`src/rtl/sw_slot_master.sv`:
```
module sw_slot_master #(
  parameter int TICKS_PER_US   = 8,
  parameter int RST_LOW_US     = 480,
  parameter int RST_WAIT_US    = 480,
  parameter int PRES_SAMPLE_US = 70,
  parameter int SLOT_US        = 70,
  parameter int REC_US         = 2,
  parameter int W1_LOW_US      = 6,
  parameter int RD_LOW_US      = 3,
  parameter int RD_SAMPLE_US   = 12,
  parameter int SPU_W          = 16
) (
  input  logic             clk,
  input  logic             rst_n,
  input  logic             cmd_valid,
  input  logic [1:0]       cmd_op,
  input  logic [7:0]       cmd_data,
  input  logic             cmd_spu,
  input  logic [SPU_W-1:0] spu_us,
  input  logic             line_i,
  output logic             line_oe,
  output logic             spu_o,
  output logic             busy,
  output logic             done,
  output logic             rx_bit,
  output logic [7:0]       rx_byte,
  output logic             presence
);
  localparam int CW = $clog2((RST_LOW_US + RST_WAIT_US) * TICKS_PER_US + 1);
  localparam int SW = SPU_W + $clog2(TICKS_PER_US + 1);
  localparam logic [CW-1:0] T_RST_LOW = CW'(RST_LOW_US * TICKS_PER_US);
  localparam logic [CW-1:0] T_RST_END = CW'((RST_LOW_US + RST_WAIT_US) * TICKS_PER_US - 1);
  localparam logic [CW-1:0] T_PRES    = CW'((RST_LOW_US + PRES_SAMPLE_US) * TICKS_PER_US);
  localparam logic [CW-1:0] T_SLOT_END= CW'((SLOT_US + REC_US) * TICKS_PER_US - 1);
  localparam logic [CW-1:0] T_W0      = CW'(SLOT_US * TICKS_PER_US);
  localparam logic [CW-1:0] T_W1      = CW'(W1_LOW_US * TICKS_PER_US);
  localparam logic [CW-1:0] T_RD      = CW'(RD_LOW_US * TICKS_PER_US);
  localparam logic [CW-1:0] T_SAMP    = CW'(RD_SAMPLE_US * TICKS_PER_US);

  typedef enum logic [1:0] {S_IDLE, S_RST, S_SLOT, S_SPU} state_t;
  typedef enum logic [1:0] {K_W0, K_W1, K_RD} kind_t;

  state_t        st;
  kind_t         kind;
  logic [CW-1:0] cnt;
  logic [CW-1:0] low_t;
  logic [2:0]    bidx;
  logic          is_byte;
  logic          spu_req;
  logic [SW-1:0] spu_left;
  logic [7:0]    tx;
  logic [7:0]    rxsh;
  logic          cap;
  logic [1:0]    sync;

  always_comb begin
    case (kind)
      K_W0:    low_t = T_W0;
      K_W1:    low_t = T_W1;
      default: low_t = T_RD;
    endcase
  end

  assign line_oe = (st == S_RST && cnt < T_RST_LOW) || (st == S_SLOT && cnt < low_t);
  assign busy    = (st != S_IDLE);
  assign spu_o   = (st == S_SPU);

  always_ff @(posedge clk or negedge rst_n) begin
    if (!rst_n) begin
      st       <= S_IDLE;
      kind     <= K_W0;
      cnt      <= '0;
      bidx     <= '0;
      is_byte  <= 1'b0;
      spu_req  <= 1'b0;
      spu_left <= '0;
      tx       <= '0;
      rxsh     <= '0;
      cap      <= 1'b0;
      sync     <= 2'b11;
      done     <= 1'b0;
      rx_bit   <= 1'b0;
      rx_byte  <= '0;
      presence <= 1'b0;
    end else begin
      sync <= {sync[0], line_i};
      done <= 1'b0;
      case (st)
        S_IDLE: if (cmd_valid) begin
          cnt     <= '0;
          bidx    <= '0;
          is_byte <= 1'b0;
          spu_req <= 1'b0;
          case (cmd_op)
            2'd0: st <= S_RST;
            2'd1: begin st <= S_SLOT; kind <= cmd_data[0] ? K_W1 : K_W0; end
            2'd2: begin st <= S_SLOT; kind <= K_RD; end
            default: begin
              st       <= S_SLOT;
              kind     <= cmd_data[0] ? K_RD : K_W0;
              tx       <= cmd_data;
              is_byte  <= 1'b1;
              spu_req  <= cmd_spu && (spu_us != '0);
              spu_left <= SW'(spu_us) * SW'(TICKS_PER_US);
            end
          endcase
        end
        S_RST: begin
          cnt <= cnt + 1'b1;
          if (cnt == T_PRES) presence <= ~sync[1];
          if (cnt == T_RST_END) begin
            st   <= S_IDLE;
            done <= 1'b1;
          end
        end
        S_SLOT: begin
          cnt <= cnt + 1'b1;
          if (cnt == T_SAMP) begin
            cap        <= sync[1];
            rxsh[bidx] <= sync[1];
          end
          if (cnt == T_SLOT_END) begin
            cnt <= '0;
            if (is_byte && bidx != 3'd7) begin
              bidx <= bidx + 3'd1;
              kind <= tx[bidx + 3'd1] ? K_RD : K_W0;
            end else begin
              done <= 1'b1;
              if (is_byte) rx_byte <= rxsh;
              else         rx_bit  <= cap;
              st <= (is_byte && spu_req) ? S_SPU : S_IDLE;
            end
          end
        end
        default: begin
          spu_left <= spu_left - 1'b1;
          if (spu_left == SW'(1)) st <= S_IDLE;
        end
      endcase
    end
  end
endmodule

```
`config.mk`:
```
export PLATFORM = sky130hd
export DESIGN_NAME = sw_slot_master
export DESIGN_NICKNAME = d
export VERILOG_FILES = /design/src/rtl/sw_slot_master.sv
export SDC_FILE = /design/constraint.sdc
export NUM_CORES = 1
export LEC_CHECK = 0
export BUFFER_PORTS_ARGS = -buffer_cell sky130_fd_sc_hd__clkbuf_2
export CORE_ASPECT_RATIO = 0.8
export CORE_UTILIZATION = 51
export CTS_BUF_LIST = sky130_fd_sc_hd__clkbuf_8
export DETAILED_ROUTE_END_ITERATION = 8
export GPL_TIMING_DRIVEN = 1
export PLACE_DENSITY = 0.8
export SYNTH_ARGS = -nofsm -noshare
export SYNTH_HDL_FRONTEND = slang
export SYNTH_SLANG_ARGS = --single-unit
```
`constraint.sdc`:
```
create_clock -name clk -period 2.2 [get_ports clk]
set_clock_uncertainty 0.1 [all_clocks]
set_input_delay 0.11 -clock clk [delete_from_list [all_inputs] [get_ports clk]]
set_output_delay 0.11 -clock clk [all_outputs]
set_load 0.1 [all_outputs]
```
; Word level (Yosys, flattened, before mapping)
; Cells that the tools add are included.
[op_classes]
n_eq_ne = 19
mux = 38
n_bitwise = 5
order_cmp = 5
addsub = 3
n_reduce_logical = 28
[op_table]
columns = operator, count
row1 = $mux W20, 2
row2 = $pmux W20 S2, 1
row3 = $pmux W13 S3, 1
row4 = $eq A13 B13 Y1 const B, 2
row5 = $mux W13, 2
row6 = $mux W2, 12
row7 = $eq A20 B1 Y1 const B, 1
row8 = $pmux W10 S2, 1
row9 = $sub A20 B1 Y20 const B, 1
row10 = $reduce_bool A16 Y1, 1
row11 = $add A13 B1 Y13 const B, 1
row12 = $eq A13 B10 Y1 const B, 1
row13 = $eq A13 B7 Y1 const B, 1
row14 = $lt A13 B12 Y1 const B, 1
row15 = $lt A13 B13 Y1, 1
row16 = $pmux W2 S3, 2
row17 = $reduce_and A4 Y1, 3
row18 = $reduce_and A5 Y1, 2
row19 = $mux W3, 3
row20 = $bwmux W8, 1
row21 = $lt A3 B4 Y1 const B, 2
row22 = $mux W1, 8
row23 = $ne A2 B2 Y1 const B, 4
row24 = $reduce_and A2 Y1, 4
row25 = 21 further kinds, 40
[totals]
reg_bits = 72
out_inout_bits = 14
elab_cells = 113

; Logic depth before layout (Yosys ltp)
[depth]
word_depth = 7
mapped_depth = 9

; Worst setup path after synthesis
; No wires, ideal clock.
[synth_timing]
path_type = flip-flop to output port
start = register st[0]
end = output port line_oe
arrival_ps = 2823
required_time_ps = 1990
path_stages_with_launch = 8
path_slack_ps = -833
path_cell_list = dfrtp_1 -> inv_1 -> ha_1 -> clkbuf_1 -> inv_1 -> nor4_1 -> nand2_1 -> a21oi_1
[synth_via]
elab_chain_len = 3
word_cells_on_any_way = 5
classes_between = eq/ne (2) / reduce/logical (3)
[synth_lines]
columns = item, line
row1 = from (decl), 43  ; state_t st;
row2 = from (signal assigned), 131  ; st <= (is_byte && spu_req) ? S_SPU : S_IDLE;
row3 = $eq A2 B1 Y1 / $eq A2 B2 Y1 (equally long branches), 64  ; assign line_oe = (st == S_RST && cnt < T_RST_LOW) || (st == S_SLOT && cnt < low_t);
row4 = $logic_and A1 B1 Y1, 64
row5 = $logic_or A1 B1 Y1 *, 64
row6 = to (decl), 21  ; output logic line_oe,
; Mark *: on every way between the ends. The rest lies on a longest branch, timed or not.

; Worst setup path in the final report
; Ends and elaborated chain as after synthesis.

==> impl_metrics.json <==
{
  "outcome": "complete, but fails checks",
  "violations": "setup timing",
  "min_period_ps": 2230,
  "power.leakage_nw": 2.45,
  "antenna_found_initial": 0,
  "setup_viol": 1,
  "critPathMaxFanout": 8,
  "synth_warnings": 0,
  "place_congestion": 0.980,
  "finalMaxSlewViolations": 0,
  "critPathArrivalTime_ps": 2020,
  "viasPerCell": 5.99,
  "synth_xor_area_share_pct": 0.424,
  "clock-sinks": 72,
  "syn_area_um2": 4130,
  "final_area_um2": 5380,
  "synth-simple-area-share_pct": 22.0,
  "cts-root-buf": "clkbuf_8",
  "rr_worst_depth": 7,
  "num_rows": 28,
  "clockBufferDepth": 2,
  "grt-ovfl-total": 0,
  "setup_ws_ps": -31.0,
  "hold_path_class": "primary input to flop",
  "synth_nets": 465,
  "setup.worst_path.start": "st[0]",
  "finalHoldViolCount": 0,
  "antenna_cells": 0,
  "wire_per_inst_um": 17.3,
  "dp_hpwl_mm": 7.48,
  "hold-worst-slack_ps": 28.3,
  "clkLatencyLatePin_ps": 370,
  "syn2layout_area_growth_pct": 30.1,
  "required_ps": 1990,
  "cts_tree": "done",
  "die_w_um": 103,
  "postPlaceCellArea_um2": 4750,
  "routed_wl_mm": 11.0,
  "drive_above_1_share_pct": 32.9,
  "final_nets": 574,
  "drc": 0,
  "vias": 3813,
  "drv_cap": 0,
  "synthCells": 418,
  "endpoint": "line_oe",
  "worst_pin_slew_ps": 643,
  "dpl.cell_count": 584,
  "drt_iter0_markers": 289,
  "synth-seq-cells": 72,
  "start_kind": "flop",
  "ys_types": 58,
  "fin_crit_sh_pct": 101,
  "holdPathStages": 3,
  "synth-edff-count": 0,
  "detailedPlace.worstSlack_ps": 40.8,
  "slew_headroom_pct": 57.2,
  "cts-htree-levels": 3,
  "chipHeight_um": 82.5,
  "grt_pass1_wl_mm": 17.7,
  "powerDensity_nw_per_um2": 1130,
  "cts_buffers": 9,
  "gr-usage-all-layers_pct": 28.1,
  "r2r-end": "cnt[10]",
  "avgSynthCellArea_um2": 9.89,
  "grt_setup_unrepaired": "yes",
  "path_clk_slew_ps": 90,
  "core_um2": 7640,
  "reg2reg_setup_slack_ps": 30,
  "ant_nets": 0,
  "cp-end-kind": "output port",
  "start_util_pct": 54.1,
  "clock.fmax_mhz": 448,
  "first_global_vias": 3598,
  "irDropWorstVdd_uv": 995,
  "yosys.area_share.adder_pct": 4.84,
  "finalPower_mw": 6.09,
  "io_buffers": 44,
  "synth-main-ff-cell": "dfrtp_1",
  "die_area_um2": 8470,
  "fin_cells": 637,
  "r2r_start": "st[1]",
  "ys_async_sr_fraction_pct": 100,
  "synth_top_family_by_area": "simple AND/OR/NAND/NOR gates",
  "grt_max_degree": 29,
  "synth_compound_area_share_pct": 13.3,
  "worstSetupPathType": "flop to output port",
  "first_pass_iters": 5,
  "synth_mux_area_share_pct": 12.4,
  "seq_area_frac_synth_pct": 43.6,
  "pin_count": 45
}
==> logic make-up after synthesis <==
group	count (synthesis)
simple gates	160
fa+ha+maj	16
flops	72
xor+xnor	2
buf+inv	34
compound gates	89
mux	45
==> cells in the final DEF (no fill, tap or decap), types with 15 or more instances in the layout <==
cell type / n
dfrtp_1: 66
a21oi_1: 19
nand3_1: 15
mux2_2: 28
dlygate4sd3_1: 25
nor4_1: 15
clkbuf_2: 41
nand2_1: 29
o21ai_0: 25
buf_4: 45
nor2_1: 21
==> cell usage after synthesis (3+ instances only) <==
cell type / n / share of area, %
or2_2: 3 / 0.45
nand2b_1: 5 / 0.76
nor4_1: 16 / 2.4
a22oi_1: 4 / 0.73
a21oi_1: 21 / 2.5
nor3b_1: 8 / 1.5
or3_1: 3 / 0.45
mux2i_1: 12 / 2.9
nand2_1: 31 / 2.8
o211ai_1: 3 / 0.54
o22ai_1: 14 / 2.1
o2bb2ai_1: 3 / 0.64
nor2b_1: 4 / 0.61
clkbuf_1: 15 / 1.4
a21o_1: 10 / 1.8
mux2_1: 3 / 0.82
nand4_1: 9 / 1.4
nor2_1: 23 / 2.1
nand3b_1: 3 / 0.54
o21ai_0: 26 / 3.1
nor3_1: 14 / 1.7
and3_1: 5 / 0.76
dfrtp_1: 70 / 42
mux2_2: 28 / 7.6
nand3_1: 15 / 1.8
inv_1: 13 / 1.2
ha_1: 16 / 4.8
==> worst min path at each step <==
stage	from	end
2_1_floorplan	rst_n	bidx[0]
3_3_place_gp	rst_n	rx_byte[2]
3_5_place_dp	rst_n	rx_byte[2]
4_1_cts	spu_us[3]	spu_left[6]
5_1_grt	spu_us[3]	spu_left[6]
6_report	spu_us[3]	spu_left[6]
==> flip-flops by register name, indices dropped and copies added, names as in the netlist, 3 cells and up <==
| name | flops |
|---|---|
| spu_left | 20 |
| rx_byte | 8 |
| cnt | 13 |
| tx | 8 |
| bidx | 3 |
| rxsh | 8 |
==> what timing repair did <==
action                     4_1_cts  5_1_grt
hold buffers                    25        0
pin swaps                        5        6
buffers inserted                 6        6
hold endpoints to repair        48        0
cloned                           0        0
resized for setup                9       18
setup endpoints to repair        2       31
==> layer usage <==
layer  GRT usage [%]  part of all wire, %
met1            39.1                   45
met3            6.90                  7.0
met2            42.9                   47
met5               0                    0
met4            9.29                  1.1
==> critical path: stages (launching register included) <==
cell	delay (ps)
dfrtp_1	400
inv_2	90
ha_4	140
buf_6	130
clkinvlp_4	130
nor4_4	290
nand2_2	110
a21oi_4	160
buf_12	190
==> report_power, final <==
| part | leakage, nW | internal, mW | total, mW | switching [mW] |
|---|---|---|---|---|
| Clock | 0.103 | 0.548 | 1.08 | 0.535 |
| Sequential | 0.924 | 1.69 | 2.03 | 0.346 |
| Combinational | 1.42 | 1.33 | 2.97 | 1.64 |
| Total | 2.45 | 3.57 | 6.09 | 2.52 |
==> layout make-up <==
cell class	count	area (µm²)
timing repair buffer	119	908
multi-input combinational	312	2280
fill	557	2260
clock buffer	10	138
sequential	72	1810
clock inverter	6	60.1
inverter	13	52.6
tap	105	131
==> stage by stage <==
stage	util [%]	TNS (ps)
floorplan	-	0
global placement	62.2	0
detailed placement	62.2	0
CTS	69.0	-76.9
global route	70.4	-330
finish	70.4	-31.0
No activity file was read; power rests on OpenSTA's default activity.
